$ cat config.mk
export PLATFORM = sky130hd
export DESIGN_NAME = ecc_capture_unit
export DESIGN_NICKNAME = d
export VERILOG_FILES = /design/src/rtl/ecc_cap_pkg.sv /design/src/rtl/ecc_cap_class.sv /design/src/rtl/ecc_cap_irq.sv /design/src/rtl/ecc_cap_rdmux.sv /design/src/rtl/ecc_capture_unit.sv
export SDC_FILE = /design/constraint.sdc
export NUM_CORES = 1
export LEC_CHECK = 0
export BUFFER_PORTS_ARGS = -buffer_cell sky130_fd_sc_hd__buf_2
export CORE_AREA = 4 4 172 174
export CTS_CLUSTER_SIZE = 16
export DETAILED_ROUTE_END_ITERATION = 7
export DIE_AREA = 0 0 176 178
export HOLD_SLACK_MARGIN = 0.08
export PLACE_DENSITY = 0.71
export RECOVER_POWER = 25
export SLEW_MARGIN = 20
export SYNTH_ARGS = -nofsm -noshare
export SYNTH_HDL_FRONTEND = slang
export SYNTH_SLANG_ARGS = --single-unit
$ cat constraint.sdc
create_clock -name clk -period 3 [get_ports clk]
set_clock_uncertainty 0.2 [all_clocks]
set_input_delay 0.3 -clock clk [delete_from_list [all_inputs] [get_ports clk]]
set_output_delay 0.3 -clock clk [all_outputs]
set_load 0.01 [all_outputs]
$ cat src/rtl/ecc_cap_pkg.sv
package ecc_cap_pkg;
  localparam int REG_AW = 8;
  localparam int REG_DW = 32;

  localparam logic [REG_AW-1:0] OFS_CTRL  = 8'h00;
  localparam logic [REG_AW-1:0] OFS_STAT  = 8'h04;
  localparam logic [REG_AW-1:0] OFS_ACK   = 8'h08;
  localparam logic [REG_AW-1:0] OFS_GMASK = 8'h0C;
  localparam logic [REG_AW-1:0] OFS_EMASK = 8'h10;
  localparam logic [REG_AW-1:0] OFS_CE    = 8'h20;
  localparam logic [REG_AW-1:0] OFS_UE    = 8'h40;
  localparam logic [REG_AW-1:0] OFS_SRC   = 8'h60;

  localparam logic [REG_AW-1:0] SUB_ALO = 8'h00;
  localparam logic [REG_AW-1:0] SUB_AHI = 8'h04;
  localparam logic [REG_AW-1:0] SUB_DLO = 8'h08;
  localparam logic [REG_AW-1:0] SUB_DHI = 8'h0C;
  localparam logic [REG_AW-1:0] SUB_SYN = 8'h10;

  localparam int EN_LSB     = 16;
  localparam int SYN_LSB    = 8;
  localparam int SRC_CE_LSB = 16;
  localparam int GMASK_ECC  = 2;
  localparam int GMASK_ALL  = 31;

  localparam int NUM_CLS = 2;

  typedef enum logic {CLS_CORR = 1'b0, CLS_UNCORR = 1'b1} ecc_cls_e;
endpackage

$ cat src/rtl/ecc_cap_class.sv
module ecc_cap_class #(
  parameter int AW = 34,
  parameter int DW = 64,
  parameter int SW = 8,
  parameter int IW = 14
) (
  input  logic          clk,
  input  logic          rst,
  input  logic          en_i,
  input  logic          ev_i,
  input  logic [1:0]    ack_i,
  input  logic [AW-1:0] ev_addr_i,
  input  logic [DW-1:0] ev_data_i,
  input  logic [SW-1:0] ev_synd_i,
  input  logic [IW-1:0] ev_src_i,
  output logic [1:0]    fld_o,
  output logic [AW-1:0] cap_addr_o,
  output logic [DW-1:0] cap_data_o,
  output logic [SW-1:0] cap_synd_o,
  output logic [IW-1:0] cap_src_o
);
  logic [1:0]    fld_q;
  logic [AW-1:0] addr_q;
  logic [DW-1:0] data_q;
  logic [SW-1:0] synd_q;
  logic [IW-1:0] src_q;
  logic          take, drop;

  assign take = en_i && ev_i && (fld_q == 2'b00);
  assign drop = en_i && ev_i && (fld_q != 2'b00);

  always_ff @(posedge clk) begin
    if (rst) begin
      fld_q  <= '0;
      addr_q <= '0;
      data_q <= '0;
      synd_q <= '0;
      src_q  <= '0;
    end else begin
      fld_q <= (fld_q & ~ack_i) | {drop, take};
      if (take) begin
        addr_q <= ev_addr_i;
        data_q <= ev_data_i;
        synd_q <= ev_synd_i;
        src_q  <= ev_src_i;
      end
    end
  end

  assign fld_o      = fld_q;
  assign cap_addr_o = addr_q;
  assign cap_data_o = data_q;
  assign cap_synd_o = synd_q;
  assign cap_src_o  = src_q;

  AST_NO_SET_WHEN_OFF: assert property (@(posedge clk) disable iff (rst)
    !en_i |=> ((fld_q & ~$past(fld_q)) == 2'b00));
  AST_FIRST_SETS_LOW: assert property (@(posedge clk) disable iff (rst)
    (en_i && ev_i && fld_q == 2'b00) |=> fld_q[0]);
  AST_CAPTURE_FROZEN: assert property (@(posedge clk) disable iff (rst)
    (fld_q != 2'b00) |=> ($stable(addr_q) && $stable(data_q) && $stable(synd_q) && $stable(src_q)));
  AST_ACK_CLEARS: assert property (@(posedge clk) disable iff (rst)
    (ack_i[0] && !ev_i) |=> !fld_q[0]);
endmodule

$ cat src/rtl/ecc_cap_irq.sv
module ecc_cap_irq #(
  parameter int NS = 4
) (
  input  logic          clk,
  input  logic          rst,
  input  logic [NS-1:0] stat_i,
  input  logic [NS-1:0] emask_i,
  input  logic          grp_mask_i,
  input  logic          gmask_i,
  output logic          irq_o
);
  logic irq_q;

  always_ff @(posedge clk) begin
    if (rst) irq_q <= 1'b0;
    else     irq_q <= !gmask_i && !grp_mask_i && |(stat_i & ~emask_i);
  end

  assign irq_o = irq_q;

  AST_GLOBAL_MASK: assert property (@(posedge clk) disable iff (rst)
    gmask_i |=> !irq_o);
  AST_IRQ_NEEDS_STATUS: assert property (@(posedge clk) disable iff (rst)
    ((stat_i & ~emask_i) == '0) |=> !irq_o);
endmodule

$ cat src/rtl/ecc_cap_rdmux.sv
module ecc_cap_rdmux
  import ecc_cap_pkg::*;
#(
  parameter int AW = 34,
  parameter int DW = 64,
  parameter int SW = 8,
  parameter int IW = 14
) (
  input  logic [REG_AW-1:0]             rd_addr_i,
  input  logic [1:0]                    en_i,
  input  logic [2*NUM_CLS-1:0]          stat_i,
  input  logic [REG_DW-1:0]             gmask_i,
  input  logic [2*NUM_CLS-1:0]          emask_i,
  input  logic [NUM_CLS-1:0][AW-1:0]    caddr_i,
  input  logic [NUM_CLS-1:0][DW-1:0]    cdata_i,
  input  logic [NUM_CLS-1:0][SW-1:0]    csynd_i,
  input  logic [NUM_CLS-1:0][IW-1:0]    csrc_i,
  output logic [REG_DW-1:0]             rd_val_o
);
  localparam int AHW = AW - 32;
  localparam int DHW = DW - 32;

  always_comb begin
    rd_val_o = '0;
    unique case (rd_addr_i)
      OFS_CTRL:  rd_val_o[EN_LSB +: 2] = en_i;
      OFS_STAT:  rd_val_o[2*NUM_CLS-1:0] = stat_i;
      OFS_GMASK: rd_val_o = gmask_i;
      OFS_EMASK: rd_val_o[2*NUM_CLS-1:0] = emask_i;
      OFS_SRC: begin
        rd_val_o[SRC_CE_LSB +: IW] = csrc_i[CLS_CORR];
        rd_val_o[0 +: IW]          = csrc_i[CLS_UNCORR];
      end
      default: rd_val_o = '0;
    endcase
    for (int c = 0; c < NUM_CLS; c++) begin
      logic [REG_AW-1:0] base;
      base = (c == 0) ? OFS_CE : OFS_UE;
      if (rd_addr_i == base + SUB_ALO) rd_val_o = caddr_i[c][31:0];
      if (rd_addr_i == base + SUB_AHI) begin
        rd_val_o = '0;
        rd_val_o[AHW-1:0] = caddr_i[c][AW-1:32];
      end
      if (rd_addr_i == base + SUB_DLO) rd_val_o = cdata_i[c][31:0];
      if (rd_addr_i == base + SUB_DHI) begin
        rd_val_o = '0;
        rd_val_o[DHW-1:0] = cdata_i[c][DW-1:32];
      end
      if (rd_addr_i == base + SUB_SYN) begin
        rd_val_o = '0;
        rd_val_o[SYN_LSB +: SW] = csynd_i[c];
      end
    end
  end
endmodule

$ cat src/rtl/ecc_capture_unit.sv
module ecc_capture_unit
  import ecc_cap_pkg::*;
#(
  parameter int AW = 34,
  parameter int DW = 64,
  parameter int SW = 8,
  parameter int IW = 14
) (
  input  logic              clk,
  input  logic              rst,
  input  logic              ev_valid,
  input  logic              ev_uncorr,
  input  logic [AW-1:0]     ev_addr,
  input  logic [DW-1:0]     ev_data,
  input  logic [SW-1:0]     ev_synd,
  input  logic [IW-1:0]     ev_src,
  input  logic              reg_we,
  input  logic              reg_re,
  input  logic [REG_AW-1:0] reg_addr,
  input  logic [REG_DW-1:0] reg_wdata,
  output logic [REG_DW-1:0] reg_rdata,
  output logic              irq
);
  localparam int NS = 2 * NUM_CLS;

  logic [1:0]                 ctrl_en_q;
  logic [REG_DW-1:0]          gmask_q;
  logic [NS-1:0]              emask_q;
  logic [REG_DW-1:0]          rdata_q;
  logic [NS-1:0]              ack_bits;
  logic [NS-1:0]              stat;
  logic                       cap_en;
  logic [REG_DW-1:0]          rd_val;
  logic [NUM_CLS-1:0][1:0]    fld;
  logic [NUM_CLS-1:0][AW-1:0] caddr;
  logic [NUM_CLS-1:0][DW-1:0] cdata;
  logic [NUM_CLS-1:0][SW-1:0] csynd;
  logic [NUM_CLS-1:0][IW-1:0] csrc;

  assign cap_en   = |ctrl_en_q;
  assign ack_bits = (reg_we && reg_addr == OFS_ACK) ? reg_wdata[NS-1:0] : '0;
  assign stat     = fld;

  always_ff @(posedge clk) begin
    if (rst) begin
      ctrl_en_q <= '0;
      gmask_q   <= '1;
      emask_q   <= '0;
      rdata_q   <= '0;
    end else begin
      if (reg_we) begin
        if (reg_addr == OFS_CTRL)  ctrl_en_q <= reg_wdata[EN_LSB +: 2];
        if (reg_addr == OFS_GMASK) gmask_q   <= reg_wdata;
        if (reg_addr == OFS_EMASK) emask_q   <= reg_wdata[NS-1:0];
      end
      if (reg_re) rdata_q <= rd_val;
    end
  end

  assign reg_rdata = rdata_q;

  for (genvar g = 0; g < NUM_CLS; g++) begin : g_cls
    localparam logic IS_UE = (g == 1);
    ecc_cap_class #(.AW(AW), .DW(DW), .SW(SW), .IW(IW)) u_cls (
      .clk        (clk),
      .rst        (rst),
      .en_i       (cap_en),
      .ev_i       (ev_valid && (ev_uncorr == IS_UE)),
      .ack_i      (ack_bits[2*g +: 2]),
      .ev_addr_i  (ev_addr),
      .ev_data_i  (ev_data),
      .ev_synd_i  (ev_synd),
      .ev_src_i   (ev_src),
      .fld_o      (fld[g]),
      .cap_addr_o (caddr[g]),
      .cap_data_o (cdata[g]),
      .cap_synd_o (csynd[g]),
      .cap_src_o  (csrc[g])
    );
  end

  ecc_cap_rdmux #(.AW(AW), .DW(DW), .SW(SW), .IW(IW)) u_rdmux (
    .rd_addr_i (reg_addr),
    .en_i      (ctrl_en_q),
    .stat_i    (stat),
    .gmask_i   (gmask_q),
    .emask_i   (emask_q),
    .caddr_i   (caddr),
    .cdata_i   (cdata),
    .csynd_i   (csynd),
    .csrc_i    (csrc),
    .rd_val_o  (rd_val)
  );

  ecc_cap_irq #(.NS(NS)) u_irq (
    .clk        (clk),
    .rst        (rst),
    .stat_i     (stat),
    .emask_i    (emask_q),
    .grp_mask_i (gmask_q[GMASK_ECC]),
    .gmask_i    (gmask_q[GMASK_ALL]),
    .irq_o      (irq)
  );

  AST_RDATA_HOLD: assert property (@(posedge clk) disable iff (rst)
    !reg_re |=> $stable(reg_rdata));
endmodule

# == After elaboration in Yosys (flattened, before gate mapping) ==
# Index checks and enable logic that the tools add are counted.
# word_totals
register_bits,315
out_inout_bits,33
elab_cells,79
# classes
eq_ne,15
mux,17
bitwise_logic,9
n_reduce_logical,23
# op_table
op,n
2-to-1 mux 32 bit,10
== test 8 x 7 -> 1 bit (second input constant),6
== test 8 x 6 -> 1 bit (second input constant),5
case mux 12 bit (2 select lines),1
case mux 10 bit (2 select lines),1
== test 8 x 4 -> 1 bit (second input constant),2
case mux 4 bit (4 select lines),1
logical AND 1 bit,11
== test 8 x 3 -> 1 bit (second input constant),1
== test 8 x 5 -> 1 bit (second input constant),1
logical NOT 8 bit,1
case mux 2 bit (3 select lines),1
AND reduction 2 bit,3
bitwise AND 2 bit,2
bitwise AND 4 bit,1
logical NOT 2 bit,2
2-to-1 mux 2 bit,2
2-to-1 mux 4 bit,1
NOT 2 bit,2
NOT 4 bit,1
OR 2 bit,2
nonzero test 2 bit,2
OR reduction 4 bit,1
logical NOT 1 bit,2
2 further kinds,2

# == Logic depth before layout (Yosys ltp) ==
# Gate-level depths: netlist of run 1.
# logic_depth
ltp_word,12
ltp_mapped,8
mapped_depth_nobuf,5

# == Hierarchy ==
# From an unflattened synthesis of run 1, not the netlist that was laid out.
# unflattened
hier_cells,1872
area_unflattened_um2,17063.9
# by_module_without_submodules
module,instances,cells_per_inst,area_per_inst_um2,seq_area_each_um2
ecc_cap_class,2,529,5481.5,2442.3
ecc_cap_rdmux,1,520,3271.9,0.0
ecc_capture_unit,1,287,2765.2,1401.3
ecc_cap_irq,1,7,63.8,20.0

# == Least setup slack after synthesis of run 1 ==
# Ideal clock, no wire load.
# synth_timing
kind,in2reg
startpoint,input reg_addr[1]
endpoint,register rdata_q[13] (netlist: reg_rdata[13])
setup_time_ns,0.128
arrival_time_ns,1.705
t_required_ns,2.672
path_slack_ns,0.967
path_stages,8
path_buffers,3
path_cell_list,buf_4 > or4_4 > buf_6 > buf_6 > o22ai_2 > nand2_1 > a211oi_2 > o32ai_2
# synth_between
elab_chain_cells,12
# synth_lines
element,line,source
from (decl),ecc_capture_unit.sv:19,"input logic [REG_AW-1:0] reg_addr,"
== test 8 x 7 -> 1 bit or == test 8 x 4 -> 1 bit (tied branches),ecc_cap_rdmux.sv:25,unique case (rd_addr_i)
case mux 10 bit (2 select lines),ecc_cap_rdmux.sv:25,
2-to-1 mux 32 bit,ecc_cap_rdmux.sv:39,if (rd_addr_i == base + SUB_ALO) rd_val_o = caddr_i[c][31:0];
2-to-1 mux 32 bit,ecc_cap_rdmux.sv:40,if (rd_addr_i == base + SUB_AHI) begin
2-to-1 mux 32 bit,ecc_cap_rdmux.sv:44,if (rd_addr_i == base + SUB_DLO) rd_val_o = cdata_i[c][31:0];
2-to-1 mux 32 bit,ecc_cap_rdmux.sv:45,if (rd_addr_i == base + SUB_DHI) begin
2-to-1 mux 32 bit,ecc_cap_rdmux.sv:49,if (rd_addr_i == base + SUB_SYN) begin
2-to-1 mux 32 bit,ecc_cap_rdmux.sv:39,
2-to-1 mux 32 bit,ecc_cap_rdmux.sv:40,
2-to-1 mux 32 bit,ecc_cap_rdmux.sv:44,
2-to-1 mux 32 bit,ecc_cap_rdmux.sv:45,
2-to-1 mux 32 bit (*),ecc_cap_rdmux.sv:49,
to (signal assigned),ecc_capture_unit.sv:56,if (reg_re) rdata_q <= rd_val;
to (decl),ecc_capture_unit.sv:29,logic [REG_DW-1:0] rdata_q;
# Mark *: on every way between the ends. The rest lies on a longest branch, timed or not.
# A chain may end at the register's enable or synchronous reset.

# == Worst setup path after layout of run 1 ==
# layout_timing
startpoint,input rst
endpoint,register g_cls[0].u_cls.fld_q[1]
# layout_rtl
element,line,source
from (decl),ecc_capture_unit.sv:10,"input logic rst,"
to (signal assigned),ecc_cap_class.sv:40,"fld_q <= (fld_q & ~ack_i) | {drop, take};"
to (decl),ecc_cap_class.sv:22,logic [1:0] fld_q;
# No word-level cell between the ends.

==> metrics.md, run 1 <==
| Metric | Value |
|---|---|
| Result of the run | complete, but fails checks |
| Violations in the final reports | capacitance limit, slew limit |
| Net total in the final layout | between 2k and 2.5k |
| CTS tree | done |
| Max frequency | approximately 360 MHz |
| Bufs on Longest Clock Path | 3 |
| Detailed router's first-iteration violation count | around 1.4k |
| Period Utilization, post-route | 0.924 |
| Post-synthesis sequential area ratio | 0.453 |
| Global route overflow | 0 |
| Sequential power share | 0.458 |
| Boundary pin count | 199 |
| Level count of the clock H-tree | 2 |
| Starting utilization of the core area | 0.501 |
| Growth of design area from synthesis to finish | 27.7% |
| Initial antenna violation count | 2 |
| Pre-CTS setup slack | 0.538 ns |
| Max-capacitance violation count | 1 |
| Slew at the pin with the worst max-slew slack | 1.94 ns |
| Post-CTS setup buffer count | 0 |
| Final-layout worst hold slack | ~0.091 ns |
| Share of final-layout standard cells stronger than drive strength 1 | 0.135 |
| Routed vias/inst | just under 6 |
| Net count after synthesis | 2019 |
| Clock share of power | 0.468 |
| FILL cells | between 2k and 3k |
| Clock input transition at the sequential cells of the worst setup and hold paths | about 0.06 ns |
| Worst Slack Setup Final | approximately 0.23 ns |
| Num Clock Sinks | 315 |
| Unique masters post-synth | between 70 and 80 |
| Mean cell area of the mapped netlist | 7.52 um^2 |
| Routability congestion estimate from global placement | between 0.9 and 1 |
| Vias after detailed routing | 14.9k |
| Total Wirelength | ~52 mm |
| Hold violation total from the final report | 0 |
| Wire per inst | between 20 and 25 um |
| DP Wirelength | between 30 and 40 mm |
| Power density relative to cell area | approximately 520 mW/mm^2 |
| Area of the core | roughly 0.028 mm^2 |
| Total Power | 0.00916 W |
| Unrepaired setup endpoints after global routing | no |
| Hold WC Path Type | primary input to register |
| Netlist area before placement | between 0.01 and 0.015 mm^2 |
| Number of port buffers | around 200 |
| Int Pwr | slightly above 0.007 W |
| Detailed-routing wirelength on met1 | slightly below 20 mm |
| Relative max-transition margin | -0.292 |
| WL met3 | 3.99 mm |
| Met2 wirelength from detailed routing | about 25 mm |
| Static leakage power | 6.45 nW |
| Final-layout setup total negative slack | 0 ns |
| Share of the core filled with cells in the final layout | 0.640 |
| Largest net degree at the start of global routing | about 120 |
| Number of remaining DRC errors | 0 |
| Largest voltage drop on the vdd net | a little over 0.4 mV |
| Portion of total power attributed to combinational logic | 0.075 |
| Largest fanout of any net on the critical path | 92 |
| Total number of yosys warnings | 0 |
| Worst endpoint required time | 3.12 ns |
| Horizontal extent of the die | 176 um |
| Max layer used | met5 |
| Number of max-slew violations in the final report | a little over 90 |
| Cells after synthesis | 1853 |
| Primary flip-flop cell chosen by synthesis mapping | sky130_fd_sc_hd__dfxtp_1 |
| Via count of the first global-routing pass | between 10k and 15k |
| Critical Setup Path Class | primary input to register |
| Proportion of synthesized flip-flops having asynchronous set or reset | 0 |
| 1st-pass router iterations | 5 |
| Switch share | 0.232 |
| CP endpoint kind | register |
| Time the final worst path needs with I/O delays and setup | about 2.8 ns |
| Worst setup SP type | primary input |
| Cell Rows | just over 60 |
| #FFs+latches synth | around 320 |
| Number of synthesized flops with an enable pin | 0 |
| Count of antenna-violating nets left after detailed routing | 0 |
| Clk Tree Root Cell | sky130_fd_sc_hd__clkbuf_16 |
| Total setup violations reported at the end of the flow | 0 |
| Overall die height | about 180 um |
| Global-route wire length before repair | about 80 mm |
| Clock buffer count from CTS | 36 |
| Worst path arrival time | 2.89 ns |
| Area enclosed by the die boundary | about 0.031 mm^2 |
| Switching power | 0.00212 W |
| GRT Overall Usage | 0.324 |
| Latest clock arrival within the worst-skew pair | roughly 0.51 ns |
## state kept, by name, indices dropped and copies added, names as in the netlist
signal / count
g_cls.u_cls.cap_src_o: 28
g_cls.u_cls.cap_addr_o: 68
reg_rdata: 32
g_cls.u_cls.fld_o: 4
u_irq.irq_o: 1
gmask_q: 32
emask_q: 4
g_cls.u_cls.cap_data_o: 128
ctrl_en_q: 2
g_cls.u_cls.cap_synd_o: 16
## per-stage QoR
stage	cells	area [um^2]
4_1_cts	2533	17900
3_3_place_gp	2314	15100
2_1_floorplan	1853	13900
3_5_place_dp	2314	15100
6_report	2534	17800
5_1_grt	2533	17800
## layout make-up
| type | instances | area, um^2 | area share |
|---|---|---|---|
| antenna | 1 | 2.50 | 0.000141 |
| clock buffer | 49 | 1020 | 0.0574 |
| clock inverter | 11 | 119 | 0.00668 |
| inverter | 8 | 30.0 | 0.00169 |
| multi-input combinational | 1374 | 6920 | 0.389 |
| sequential | 315 | 6310 | 0.355 |
| tap | 378 | 473 | 0.0266 |
| timing repair buffer | 398 | 2910 | 0.164 |
## critical path: stages
cell,delay [ns]
sky130_fd_sc_hd__dlygate4sd3_1,0.52
sky130_fd_sc_hd__clkbuf_2,0.42
sky130_fd_sc_hd__clkbuf_2,1.49
sky130_fd_sc_hd__nor2_1,0.13
## logic make-up (layout without fill, tap and decap cells)
kind of cell,Yosys count,in the layout,share of synthesized area
muxes,24,24,0.0178
DFF,315,315,0.453
xor gates and xnor gates,1,1,0.000629
buffers and inverters,164,466,0.0530
and+or+nand+nor,846,846,0.261
AOI/OAI and AO/OA,503,503,0.215
other,0,1,0
## power by group through the flow
stage	Combinational, W	Sequential, W	Clock [W]
6_report	0.000684	0.00419	0.00428
5_1_grt	0.000723	0.00419	0.00448
4_1_cts	0.000668	0.00419	0.00432
3_5_place_dp	0.000509	0.00428	0
3_3_place_gp	0.000504	0.00428	0
2_1_floorplan	0.000263	0.00428	0
## cell usage after synthesis, types with 3 or more instances
library cell | n | share of area
sky130_fd_sc_hd__a31oi_1 | 3 | 0.0013
sky130_fd_sc_hd__nor4b_4 | 4 | 0.0068
sky130_fd_sc_hd__mux2i_1 | 18 | 0.013
sky130_fd_sc_hd__a22oi_1 | 11 | 0.0059
sky130_fd_sc_hd__nand4_1 | 3 | 0.0013
sky130_fd_sc_hd__mux2_2 | 6 | 0.0049
sky130_fd_sc_hd__buf_6 | 6 | 0.0049
sky130_fd_sc_hd__nor2b_1 | 6 | 0.0027
sky130_fd_sc_hd__o22ai_1 | 61 | 0.027
sky130_fd_sc_hd__dfxtp_1 | 315 | 0.45
sky130_fd_sc_hd__o21a_1 | 23 | 0.012
sky130_fd_sc_hd__a21oi_1 | 259 | 0.093
sky130_fd_sc_hd__inv_1 | 7 | 0.0019
sky130_fd_sc_hd__o211ai_1 | 39 | 0.021
sky130_fd_sc_hd__nand2b_1 | 5 | 0.0022
sky130_fd_sc_hd__nand3_1 | 101 | 0.036
sky130_fd_sc_hd__a211oi_1 | 8 | 0.0043
sky130_fd_sc_hd__clkbuf_1 | 102 | 0.027
sky130_fd_sc_hd__nor2_1 | 39 | 0.011
sky130_fd_sc_hd__nand2_1 | 646 | 0.17
sky130_fd_sc_hd__o22a_1 | 3 | 0.0019
sky130_fd_sc_hd__buf_1 | 4 | 0.0011
sky130_fd_sc_hd__nor3_1 | 6 | 0.0022
sky130_fd_sc_hd__a32oi_1 | 17 | 0.011
sky130_fd_sc_hd__o21ai_0 | 43 | 0.015
sky130_fd_sc_hd__buf_2 | 35 | 0.013
sky130_fd_sc_hd__buf_4 | 8 | 0.0043
sky130_fd_sc_hd__o21ai_1 | 10 | 0.0036
sky130_fd_sc_hd__o32ai_1 | 6 | 0.0038
## path summary, 6_finish.rpt
check | start | end | slack, ns | cells past startpoint
worst max-delay path | rst | g_cls[0].u_cls.fld_o[1] | 0.23 | 4
worst min-delay path | ev_valid | g_cls[1].u_cls.fld_o[1] | 0.09 | 5
worst max register to register | ctrl_en_q[1] | g_cls[0].u_cls.cap_data_o[21] | 0.26 | 6
worst min register to register | g_cls[1].u_cls.cap_data_o[6] | g_cls[1].u_cls.cap_data_o[6] | 0.25 | 2
## layout by cell type, fill, tap and decap left out, types with 17 or more instances in the layout
master	instances
sky130_fd_sc_hd__o21a_1	23
sky130_fd_sc_hd__dlygate4sd3_1	159
sky130_fd_sc_hd__a21oi_1	259
sky130_fd_sc_hd__o22ai_1	61
sky130_fd_sc_hd__nand3_1	101
sky130_fd_sc_hd__o211ai_1	39
sky130_fd_sc_hd__mux2i_1	18
sky130_fd_sc_hd__clkbuf_16	37
sky130_fd_sc_hd__nand2_1	646
sky130_fd_sc_hd__nor2_1	40
sky130_fd_sc_hd__buf_2	162
sky130_fd_sc_hd__buf_4	32
sky130_fd_sc_hd__dfxtp_1	315
sky130_fd_sc_hd__o21ai_0	43
sky130_fd_sc_hd__a32oi_1	17
sky130_fd_sc_hd__clkbuf_1	43
## metal layers
metal | global-route usage | up-vias
li1 | - | 6913
met1 | 0.390 | 7003
met2 | 0.563 | 793
met3 | 0.0466 | 195
met4 | 0.172 | 4
met5 | 0 | -
## repair_timing
action,4_1_cts,5_1_grt
endpoints found under the hold margin,283,0
resized for setup,0,0
hold buffers,159,0
Note: power is estimated with default switching activity, not from simulation.
==> run 2: changes to the inputs <==
CELL_PAD_IN_SITES_DETAIL_PLACEMENT = 1   (was default)
CELL_PAD_IN_SITES_GLOBAL_PLACEMENT = 2   (was default)
CORE_AREA = 4 4 205 207   (was 4 4 172 174)
CTS_BUF_LIST = sky130_fd_sc_hd__clkbuf_16   (was default)
DIE_AREA = 0 0 209 211   (was 0 0 176 178)
PLACE_DENSITY = default   (was 0.71)
PLACE_DENSITY_LB_ADDON = 0.1   (was default)
==> run 2 against run 1 <==
Against the previous run: the flow now finishes without violations; routed wire length grew 21%; total power grew 3.0%; global-route usage shrank 4.7 points; sequential power is essentially flat; via count shrank 1.6%; critical path type unchanged.
==> metrics.md, run 2 (synthesis gave the netlist of run 1 again) <==
| Metric | Value |
|---|---|
| Total setup violations reported at the end of the flow | 0 |
| Largest fanout of any net on the critical path | 33 |
| Switch share | 0.245 |
| Num Clock Sinks | around 320 |
| Cell Rows | 74 |
| Overall die height | roughly 210 um |
| FILL cells | 4967 |
| Boundary pin count | between 150 and 200 |
| Hold WC Path Type | primary input to register |
| DP Wirelength | approximately 44 mm |
| Worst path arrival time | 3.03 ns |
| Max frequency | 357 MHz |
| Worst setup SP type | primary input |
| Unrepaired setup endpoints after global routing | no |
| Placed cell count | roughly 2.5k |
| 1st-pass router iterations | 5 |
| Fin cells | around 2.7k |
| Global-route wire length before repair | 94.2 mm |
| Flip-flop count of the largest register after layout | approximately 130 |
| Relative max-transition margin | 0.0816 |
| Count of hold buffers inserted by post-cts repair | ~160 |
| Global route overflow | 0 |
| Time the final worst path needs with I/O delays and setup | around 2.8 ns |
| Result of the run | complete, no violations |
| Number of gates resized after cts | 0 |
| Number of antenna cells inserted | 0 |
| GRT Overall Usage | 0.277 |
| CTS tree | done |
| Level count of the clock H-tree | 2 |
| Most common cell after layout, fill and taps aside | sky130_fd_sc_hd__nand2_1 |
| Switching power | around 0.0023 W |
| Number of remaining DRC errors | 0 |
| Max-capacitance violation count | 0 |
| Growth of design area from synthesis to finish | 29.7% |
| Area of the core | around 0.040 mm^2 |
| Post-CTS setup buffer count | 0 |
| Wire per inst | approximately 23 um |
| Largest voltage drop on the vdd net | roughly 0.34 mV |
| CP endpoint kind | register |
| Latest clock arrival within the worst-skew pair | 0.55 ns |
| Initial antenna violation count | 1 |
| Count of antenna-violating nets left after detailed routing | 0 |
| Area enclosed by the die boundary | 0.0441 mm^2 |
| Total Wirelength | 63.1 mm |
| Via count of the first global-routing pass | between 15k and 20k |
| Net total in the final layout | approximately 2.3k |
| Slew at the pin with the worst max-slew slack | approximately 1.4 ns |
| Horizontal extent of the die | 209 um |
| Bufs on Longest Clock Path | 3 |
| Routability congestion estimate from global placement | just over 0.9 |
| Clock buffer count from CTS | 39 |
| Final-layout setup total negative slack | 0 ns |
| Power density relative to cell area | 522 mW/mm^2 |
| Largest net degree at the start of global routing | approximately 120 |
| Worst endpoint required time | around 3.2 ns |
| Clock share of power | 0.478 |
| Static leakage power | 6.54 nW |
| Number of port buffers | 198 |
| Share of final-layout standard cells stronger than drive strength 1 | 0.139 |
| Int Pwr | just over 0.007 W |
| Starting utilization of the core area | 0.345 |
| Hold violation total from the final report | 0 |
| Highest-count cells in the layout ignoring fill and taps | 646 x sky130_fd_sc_hd__nand2_1, 315 x sky130_fd_sc_hd__dfxtp_1, 259 x sky130_fd_sc_hd__a21oi_1 |
| Sequential power share | 0.444 |
| Period Utilization, post-route | 0.933 |
| Detailed router's first-iteration violation count | 1012 |
| Vias after detailed routing | ~15k |
| Clk Tree Root Cell | sky130_fd_sc_hd__clkbuf_16 |
| Portion of total power attributed to combinational logic | 0.077 |
| Critical Setup Path Class | primary input to register |
| Routed vias/inst | between 5 and 6 |
| Clock input transition at the sequential cells of the worst setup and hold paths | ~0.060 ns |
| Number of max-slew violations in the final report | 0 |
==> run 2: changes by cell type in the layout (fill, tap and decap cells not counted), sizes merged <==
cell	delta
clkinv	+11
clkbuf	-8
inv	+8
buf	+3
clkinvlp	-3
diode	-1
dlygate4sd3	-1
==> run 2: power groups by stage <==
stage | Clock [W] | Sequential, W | Combinational [W]
6_report | 0.00451 | 0.00419 | 0.000728
4_1_cts | 0.00460 | 0.00419 | 0.000725
3_5_place_dp | 0 | 0.00428 | 0.000565
2_1_floorplan | 0 | 0.00428 | 0.000263
3_3_place_gp | 0 | 0.00428 | 0.000562
5_1_grt | 0.00478 | 0.00419 | 0.000772
==> run 2: final cells by class <==
class	count	area, um^2	share of cell area
flip-flops and latches	315	6310	0.349
clock inverters	27	174	0.00963
clock buffers	41	1030	0.0568
multi-input cells	1374	6930	0.383
repair buffers	400	2940	0.163
well taps	532	666	0.0368
inverters	8	30.0	0.00166
==> run 2: layer usage <==
layer	up-vias	track usage	part of all wire
met4	2	0.112	0.043
li1	6930	-	-
met3	113	0.0351	0.042
met5	-	0	0.00021
met1	7218	0.335	0.41
met2	413	0.501	0.51
==> run 2: per-stage QoR <==
stage | power [W] | hold WS (ns) | worst slack, ns | utilization | cell area [um^2]
after global placement | 0.00485 | 0.238 | 0.434 | 0.380 | 15300
after CTS | 0.00952 | 0.0860 | 0.273 | 0.449 | 18100
final | 0.00944 | 0.103 | 0.200 | 0.447 | 18100
after global routing | 0.00974 | 0.132 | 0.0724 | 0.447 | 18100
after detailed placement | 0.00485 | 0.246 | 0.446 | 0.380 | 15300
after floorplan | 0.00455 | 0.223 | 0.967 | - | 13900
==> run 2: critical path, cell delays in order <==
cell and delay [ns]:
sky130_fd_sc_hd__dlygate4sd3_1 0.52, sky130_fd_sc_hd__clkbuf_2 0.69, sky130_fd_sc_hd__clkinv_1 0.52, sky130_fd_sc_hd__and4_1 0.35, sky130_fd_sc_hd__buf_4 0.23, sky130_fd_sc_hd__o21ai_0 0.10, sky130_fd_sc_hd__a21oi_1 0.06, sky130_fd_sc_hd__a221o_1 0.25
==> run 2: final timing paths <==
path / start / to / slack [ns] / cells past startpoint
max: rst / reg_rdata[17] / 0.20 / 8
min reg2reg: g_cls[1].u_cls.cap_data_o[5] / g_cls[1].u_cls.cap_data_o[5] / 0.25 / 2
max reg2reg: ctrl_en_q[1] / g_cls[0].u_cls.cap_data_o[38] / 0.21 / 6
min: ev_valid / g_cls[1].u_cls.fld_o[1] / 0.10 / 5
